## src/rtl/bitrot_pkg.sv

```systemverilog
package bitrot_pkg;

    // Controller states
    typedef enum logic [1:0] {
        ST_IDLE = 2'd0,   // waiting for a command
        ST_SPIN = 2'd1,   // turning one place per cycle
        ST_NULL = 2'd2    // one-cycle acknowledge for a zero amount
    } rot_state_e;

endpackage

```

## src/rtl/bitrot_ctrl.sv

```systemverilog
module bitrot_ctrl
    import bitrot_pkg::*;
(
    input  logic clk,
    input  logic rst,
    input  logic load_en,
    input  logic start_en,
    input  logic amount_zero,
    input  logic last_step,
    output logic do_load,
    output logic do_start,
    output logic do_step,
    output logic busy,
    output logic done
);

    rot_state_e state_q, state_d;
    logic       accepting;

    // State register
    always_ff @(posedge clk) begin
        if (rst) begin
            state_q <= ST_IDLE;
        end else begin
            state_q <= state_d;
        end
    end

    // Next-state logic
    always_comb begin
        state_d = state_q;
        unique case (state_q)
            ST_IDLE, ST_NULL: begin
                if (do_start) begin
                    state_d = amount_zero ? ST_NULL : ST_SPIN;
                end else begin
                    state_d = ST_IDLE;
                end
            end
            ST_SPIN: begin
                state_d = last_step ? ST_IDLE : ST_SPIN;
            end
            default: state_d = ST_IDLE;
        endcase
    end

    // Outputs and datapath strobes
    always_comb begin
        accepting = 1'b0;
        busy      = 1'b0;
        done      = 1'b0;
        do_step   = 1'b0;
        unique case (state_q)
            ST_IDLE: begin
                accepting = 1'b1;
            end
            ST_NULL: begin
                accepting = 1'b1;
                done      = 1'b1;
            end
            ST_SPIN: begin
                busy    = 1'b1;
                do_step = 1'b1;
                done    = last_step;
            end
            default: begin
                accepting = 1'b0;
            end
        endcase
        // the load strobe wins over the start strobe
        do_load  = accepting && load_en;
        do_start = accepting && !load_en && start_en;
    end

endmodule

```

## src/rtl/bitrot_count.sv

```systemverilog
module bitrot_count #(
    parameter int CW = 2
) (
    input  logic          clk,
    input  logic          rst,
    input  logic          cap,
    input  logic [CW-1:0] cap_val,
    input  logic          dec,
    output logic          last_step
);

    logic [CW-1:0] left_q;

    // Remaining-places counter
    always_ff @(posedge clk) begin
        if (rst) begin
            left_q <= '0;
        end else if (cap) begin
            left_q <= cap_val;
        end else if (dec && left_q != '0) begin
            left_q <= left_q - CW'(1);
        end
    end

    assign last_step = (left_q == CW'(1));

endmodule

```

## src/rtl/bitrot_path.sv

```systemverilog
module bitrot_path #(
    parameter int W = 4
) (
    input  logic         clk,
    input  logic         rst,
    input  logic         wr,
    input  logic [W-1:0] wr_val,
    input  logic         turn,
    output logic [W-1:0] word
);

    logic [W-1:0] word_q;
    logic [W-1:0] turned;

    // Single-place left turn: the top bit re-enters at bit 0
    generate
        if (W > 1) begin : g_wide
            assign turned = {word_q[W-2:0], word_q[W-1]};
        end else begin : g_narrow
            assign turned = word_q;
        end
    endgenerate

    always_ff @(posedge clk) begin
        if (rst) begin
            word_q <= '0;
        end else if (wr) begin
            word_q <= wr_val;
        end else if (turn) begin
            word_q <= turned;
        end
    end

    assign word = word_q;

endmodule

```

## src/rtl/bitrot_unit.sv

```systemverilog
module bitrot_unit #(
    parameter int WIDTH = 4,
    localparam int AMT_W = $clog2(WIDTH)
) (
    input  logic             clk,
    input  logic             rst,
    input  logic             load_en,
    input  logic [WIDTH-1:0] load_val,
    input  logic             start_en,
    input  logic [AMT_W-1:0] amount,
    output logic [WIDTH-1:0] reg_q,
    output logic             busy,
    output logic             done
);

    logic do_load;
    logic do_start;
    logic do_step;
    logic last_step;
    logic amount_zero;

    assign amount_zero = (amount == '0);

    bitrot_ctrl u_ctrl (
        .clk         (clk),
        .rst         (rst),
        .load_en     (load_en),
        .start_en    (start_en),
        .amount_zero (amount_zero),
        .last_step   (last_step),
        .do_load     (do_load),
        .do_start    (do_start),
        .do_step     (do_step),
        .busy        (busy),
        .done        (done)
    );

    bitrot_count #(.CW(AMT_W)) u_count (
        .clk       (clk),
        .rst       (rst),
        .cap       (do_start),
        .cap_val   (amount),
        .dec       (do_step),
        .last_step (last_step)
    );

    bitrot_path #(.W(WIDTH)) u_path (
        .clk    (clk),
        .rst    (rst),
        .wr     (do_load),
        .wr_val (load_val),
        .turn   (do_step),
        .word   (reg_q)
    );

endmodule

```

## config.mk

```make
export PLATFORM = sky130hd
export DESIGN_NAME = bitrot_unit
export DESIGN_NICKNAME = d
export VERILOG_FILES = /design/src/rtl/bitrot_pkg.sv /design/src/rtl/bitrot_ctrl.sv /design/src/rtl/bitrot_count.sv /design/src/rtl/bitrot_path.sv /design/src/rtl/bitrot_unit.sv
export SDC_FILE = /design/constraint.sdc
export NUM_CORES = 1
export LEC_CHECK = 0
export BUFFER_PORTS_ARGS = -buffer_cell sky130_fd_sc_hd__buf_2
export CAP_MARGIN = 20
export CORE_AREA = 2 2 39 41
export DETAILED_ROUTE_END_ITERATION = 8
export DIE_AREA = 0 0 41 43
export HOLD_SLACK_MARGIN = 0.12
export PLACE_DENSITY = 0.58
export SLEW_MARGIN = 20
export SYNTH_ARGS = -nofsm -noshare
export SYNTH_HDL_FRONTEND = slang
export SYNTH_SLANG_ARGS = --single-unit
export TNS_END_PERCENT = 100
```

## constraint.sdc

```tcl
create_clock -name clk -period 1.7 [get_ports clk]
set_input_delay 0.085 -clock clk [delete_from_list [all_inputs] [get_ports clk]]
set_output_delay 0.085 -clock clk [all_outputs]
set_load 0.01 [all_outputs]
```

==> results.json, run 1 <==
{
  "wirelength_um": 925,
  "ys_ff_latch": 8,
  "met1_usage": 0.1715,
  "grt_use_met2": 0.2094,
  "totalPowerFinal_mw": 0.4622,
  "worst-path-buf-inv": 2,
  "grt_pass1_wl_um": 1642,
  "vias_per_cell": 4.921,
  "fin_nets": 91,
  "num_vias": 438,
  "grt_max_degree": 9,
  "final_max_slew_viol_count": 0,
  "cts_tree": "done",
  "ys_seq_area_frac": 0.3200,
  "io_buffer_count": 15,
  "syn-mean-instance-area_sq_um": 9.625,
  "worstPathCellList": "inv_1 > ha_1 > a21oi_1 > nor2b_1 > buf_2",
  "fin_util": 0.4711,
  "synthCells": 52,
  "hp-class": "in2reg",
  "grt_use_met3": 0.03141,
  "max-vdd-ir-drop_uv": 332.0,
  "fin_crit_sh": 0.8439,
  "antenna_found_initial": 0,
  "crit_type": "reg2out",
  "arrival_ns": 1.35,
  "cts_resized": 0,
  "overflow": 0,
  "fin_hold_ws_ns": 0.1291,
  "path_max_fanout": 8,
  "cts_buffers": 3,
  "pre_cts_ws_ns": 0.3002,
  "antenna_cells": 0,
  "ys_types": 21,
  "cp-end-kind": "output port",
  "cp_slowest_stage_delay_ns": 0.36,
  "fp.coreArea_sq_um": 1384,
  "p_per_area_nw_per_um2": 709.1,
  "cp.required_ns": 1.62,
  "p_leak_nw": 0.2848,
  "grt_pass1_vias": 429,
  "rows": 14,
  "placed_cell_area_sq_um": 579.3,
  "clock_sinks": 8,
  "outcome": "complete, no violations",
  "ant_nets": 0,
  "fin_worst_skew_ns": 0.001630,
  "maxSlewHeadroom": 0.7674,
  "drive_above_1_share": 0.3014,
  "cts_max_path_buffers": 2,
  "path_delay_family": "adder cells",
  "reg2reg_slack_ns": 0.32,
  "synth_area_sq_um": 500.5,
  "cp-start-kind": "register",
  "syn_nets": 68,
  "cts.clk_slew.worst_paths_ns": 0.05,
  "cap_violations": 0,
  "dr.pass1.iters": 3,
  "dp_cells": 81,
  "final_cells": 89,
  "drtIter0Drc": 2,
  "rsz0062_at_grt": "no",
  "grt_util_all_layers": 0.1419,
  "final-seq-area_sq_um": 160.2,
  "fp.dieH_um": 43,
  "final_cell_area_sq_um": 651.9,
  "wl_per_cell_um": 10.39,
  "ctsRootBufferMaster": "clkbuf_4",
  "worstMarginPinSlew_ns": 0.3489,
  "top_usage_layer": "met2",
  "setup_ws_ns": 0.2654,
  "fin_tns_setup_ns": 0,
  "worst_path_max_delay_cell": "ha_1",
  "die_area_sq_um": 1763,
  "finalHoldViolCount": 0,
  "clock_latency_ns": 0.24,
  "yosysWarnings": 0,
  "gp_congestion": 0.6932,
  "die_x_um": 41,
  "final.min_clock_period_ns": 1.435,
  "finalSetupViolCount": 0,
  "initial_core_util": 0.3617,
  "drc": 0,
  "area_growth_pct": 30.25,
  "h-tree-depth": 1,
  "hpwl_um": 717.6,
  "fmax_mhz": 697.1,
  "multiInputGateArea_sq_um": 301.5,
  "fillers": 141,
  "pin_count": 16
}
## registers in the layout (all words and copies together), names as in the netlist
name	count
u_path.word	4
u_count.left_q	2
u_ctrl.state_q	2
## layout by cell type (no fill, tap or decap)
master         Yosys  final
dlygate4sd3_1      0      5
buf_2              0     15
nor4b_1            1      1
or2_1              1      1
a31o_1             1      1
nor2b_4            1      1
ha_1               6      6
o32a_1             1      1
mux2i_1            5      5
xnor2_1            1      1
inv_1              6      6
o31ai_1            1      1
nor2b_1            1      1
nand2b_4           1      1
nor2_1             7      7
dfxtp_1            8      8
a211oi_1           4      4
or4_1              1      1
o21ai_2            1      1
nor3_2             1      1
clkbuf_4           0      3
a21oi_1            2      2
## final cells by class
type                            instances  share of cell area
Inverter                                6             0.03455
Tap cell                               16             0.03071
Clock buffer                            3             0.03455
Timing Repair Buffer                   20              0.1919
Multi-Input combinational cell         36              0.4626
Sequential cell                         8              0.2457
## what timing repair did
item,4_1_cts,5_1_grt
endpoints found under the hold margin,6,0
hold buffers,5,0
endpoints found under the setup margin,0,0
buffers inserted,0,0
## Yosys cell counts
| cell | number | area (sq um) |
|---|---|---|
| a211oi_1 | 4 | 30.03 |
| a21oi_1 | 2 | 10.01 |
| a31o_1 | 1 | 8.760 |
| buf_6 | 1 | 11.26 |
| clkbuf_2 | 1 | 5.000 |
| dfxtp_1 | 8 | 160.2 |
| ha_1 | 6 | 75.07 |
| inv_1 | 6 | 22.52 |
| mux2i_1 | 5 | 50.05 |
| nand2b_4 | 1 | 13.76 |
| nor2_1 | 7 | 26.28 |
| nor2b_1 | 1 | 6.260 |
| nor2b_4 | 1 | 13.76 |
| nor3_2 | 1 | 10.01 |
| nor4b_1 | 1 | 8.760 |
| o21ai_2 | 1 | 8.760 |
| o31ai_1 | 1 | 7.510 |
| o32a_1 | 1 | 10.01 |
| or2_1 | 1 | 6.260 |
| or4_1 | 1 | 7.510 |
| xnor2_1 | 1 | 8.760 |
## path summary, 6_finish.rpt
check                          from                end  cells after the start
hold / removal          load_val[3]     u_path.word[3]                      3
setup / recovery  u_ctrl.state_q[1]               done                      5
hold reg to reg      u_path.word[1]     u_path.word[1]                      2
setup reg to reg  u_ctrl.state_q[1]  u_count.left_q[1]                      5
## worst reg2reg max path: stages (launching register included)
cell and delay [ns]:
dfxtp_1 0.32, inv_1 0.07, ha_1 0.36, nor2b_4 0.24, mux2i_1 0.19, a31o_1 0.15
## cells by family (layout without fill, tap and decap cells)
logic type / Yosys count / after routing / synth area share
buffers and inverters: 8 / 29 / 0.07749
AO/OA/AOI/OAI: 10 / 10 / 0.1500
flip-flops: 8 / 8 / 0.3200
multiplexers: 5 / 5 / 0.1000
XOR/XNOR: 1 / 1 / 0.01750
AND/OR/NAND/NOR: 14 / 14 / 0.1850
adder cells (fa/ha/maj): 6 / 6 / 0.1500
## metal layers
metal / part of all wire / up-vias
li1: - / 222
met1: 0.40 / 198
met2: 0.52 / 16
met3: 0.066 / 2
met4: 0.0054 / 0
met5: 0 / -
## power breakdown
part	internal [mW]	switching (mW)
registers	0.203	0.0105
clock network	0.0803	0.0570
logic	0.0572	0.0539
total	0.341	0.121
Power figures use the tool's default switching activity.
==> run 2, diff against run 1 <==
clock period = 1.4 ns   (was 1.7 ns; I/O delays follow)
==> results.json, run 2 (synthesis gave the netlist of run 1 again) <==
{
  "h-tree-depth": 1,
  "cp-start-kind": "register",
  "swShare": 0.2795,
  "antenna_cells": 0,
  "rows": 14,
  "fmax_mhz": 751.2,
  "layout_common_cells": "buf_2 (15), dlygate4sd3_1 (7), nor2_1 (6), dfxtp_1 (6)",
  "cts_buffers": 3,
  "num_vias": 450,
  "p_int_mw": 0.4328,
  "max-vdd-ir-drop_uv": 570.4,
  "cp-end-kind": "output port",
  "ctsRootBufferMaster": "clkbuf_4",
  "fin_hold_ws_ns": 0.2089,
  "p_sw_mw": 0.1679,
  "maxSlewHeadroom": 0.8097,
  "final_cell_area_sq_um": 738.2,
  "overflow": 0,
  "arrival_ns": 1.26,
  "fp.coreArea_sq_um": 1384,
  "fin_nets": 97,
  "area_growth_pct": 47.50,
  "power_frac_clock": 0.293,
  "cap_violations": 0,
  "die_area_sq_um": 1763,
  "cp_slowest_stage_delay_ns": 0.35,
  "outcome": "complete, no violations",
  "grt_util_all_layers": 0.1542,
  "wirelength_um": 1138,
  "cp.required_ns": 1.33,
  "seqPwrFrac": 0.437,
  "final_max_slew_viol_count": 0,
  "worstPathCellList": "inv_2 > ha_4 > buf_6 > a21oi_1 > nor2b_1 > buf_2",
  "p_per_area_nw_per_um2": 813.7,
  "final.min_clock_period_ns": 1.331,
  "worstMarginPinSlew_ns": 0.2815,
  "wl_per_cell_um": 11.98,
  "p_comb_frac": 0.270,
  "gp_congestion": 0.7147,
  "totalPowerFinal_mw": 0.6007,
  "worst_path_max_delay_cell": "dfxtp_2",
  "cts.clk_slew.worst_paths_ns": 0.05,
  "clock_latency_ns": 0.25,
  "final_common_cell": "buf_2",
  "pin_count": 16,
  "dr.pass1.iters": 2,
  "p_leak_nw": 0.3167,
  "grt_pass1_vias": 433,
  "largest_reg_flops": 4,
  "antenna_found_initial": 0,
  "crit_type": "reg2out",
  "grt_pass1_wl_um": 1773,
  "cts_max_path_buffers": 2,
  "drc": 0,
  "die_x_um": 41,
  "fin_crit_sh": 0.9509,
  "initial_core_util": 0.3617,
  "fp.dieH_um": 43,
  "drtIter0Drc": 3,
  "drive_above_1_share": 0.4177,
  "finalHoldViolCount": 0,
  "finalSetupViolCount": 0,
  "cts_tree": "done",
  "hp-class": "in2reg",
  "grt_max_degree": 9,
  "fin_worst_skew_ns": 0.004359,
  "ant_nets": 0,
  "vias_per_cell": 4.737,
  "placed_cell_area_sq_um": 594.3,
  "hpwl_um": 742.1,
  "io_buffer_count": 15,
  "path_max_fanout": 6,
  "clock_sinks": 8
}
## run 2: changes by cell type in the layout (fill, tap and decap cells not counted), moves of 2 or more
cell           change
dfxtp_2            +2
dfxtp_1            -2
buf_4              +3
ha_1               -2
dlygate4sd3_1      +2
## run 2: cell type report
type,instances,area (sq um)
Clock buffer,3,22.52
Timing Repair Buffer,26,178.9
Multi-Input combinational cell,36,331.6
Fill cell,120,645.6
Tap cell,16,20.02
Inverter,6,22.52
Sequential cell,8,162.7
## run 2: worst max-delay path: cells and delay by family (launching register included)
kind | cells | cell delay (ns)
and+or+nand+nor | 1 | 0.05
DFF | 1 | 0.35
AOI/OAI and AO/OA | 1 | 0.12
adders and majority gates | 1 | 0.16
buffers and inverters | 3 | 0.32
## run 2: final timing paths
path                                         from           endpoint  slack, ns  depth (start not counted)
worst max-delay path            u_ctrl.state_q[1]               done       0.07                          6
worst min-delay path                      load_en     u_path.word[2]       0.21                          4
worst max register to register  u_ctrl.state_q[0]  u_count.left_q[1]       0.07                          5
worst min register to register     u_path.word[3]     u_path.word[0]       0.58                          2
## run 2: metal layers
layer	track usage	routed length, um
met5	0	0
met4	0.1000	25
met3	0.03141	58
met2	0.2219	559
met1	0.1987	494
## run 2: timing repair
action	4_1_cts	5_1_grt
endpoints found under the hold margin	6	0
resized for setup	3	7
setup buffers	0	2
hold buffers	7	0
endpoints found under the setup margin	1	7
pin swaps	0	1
## run 2: power by group through the flow
stage / clock network [mW] / logic (mW) / registers (mW)
6_report: 0.176 / 0.162 / 0.262
5_1_grt: 0.192 / 0.180 / 0.266
4_1_cts: 0.177 / 0.149 / 0.261
3_5_place_dp: 0 / 0.132 / 0.265
3_3_place_gp: 0 / 0.132 / 0.265
2_1_floorplan: 0 / 0.0849 / 0.268
## run 2: through the flow
| stage | util | setup WS [ns] | std cells | setup TNS [ns] |
|---|---|---|---|---|
| final | 0.5335 | 0.06881 | 95 | 0 |
| after global routing | 0.5335 | -0.01052 | 95 | -0.02091 |
| after CTS | 0.5018 | 0.02107 | 93 | 0 |
| after detailed placement | 0.4295 | 0.06762 | 83 | 0 |
| after global placement | 0.4295 | 0.1139 | 83 | 0 |
| after floorplan | - | 0.09642 | 52 | 0 |
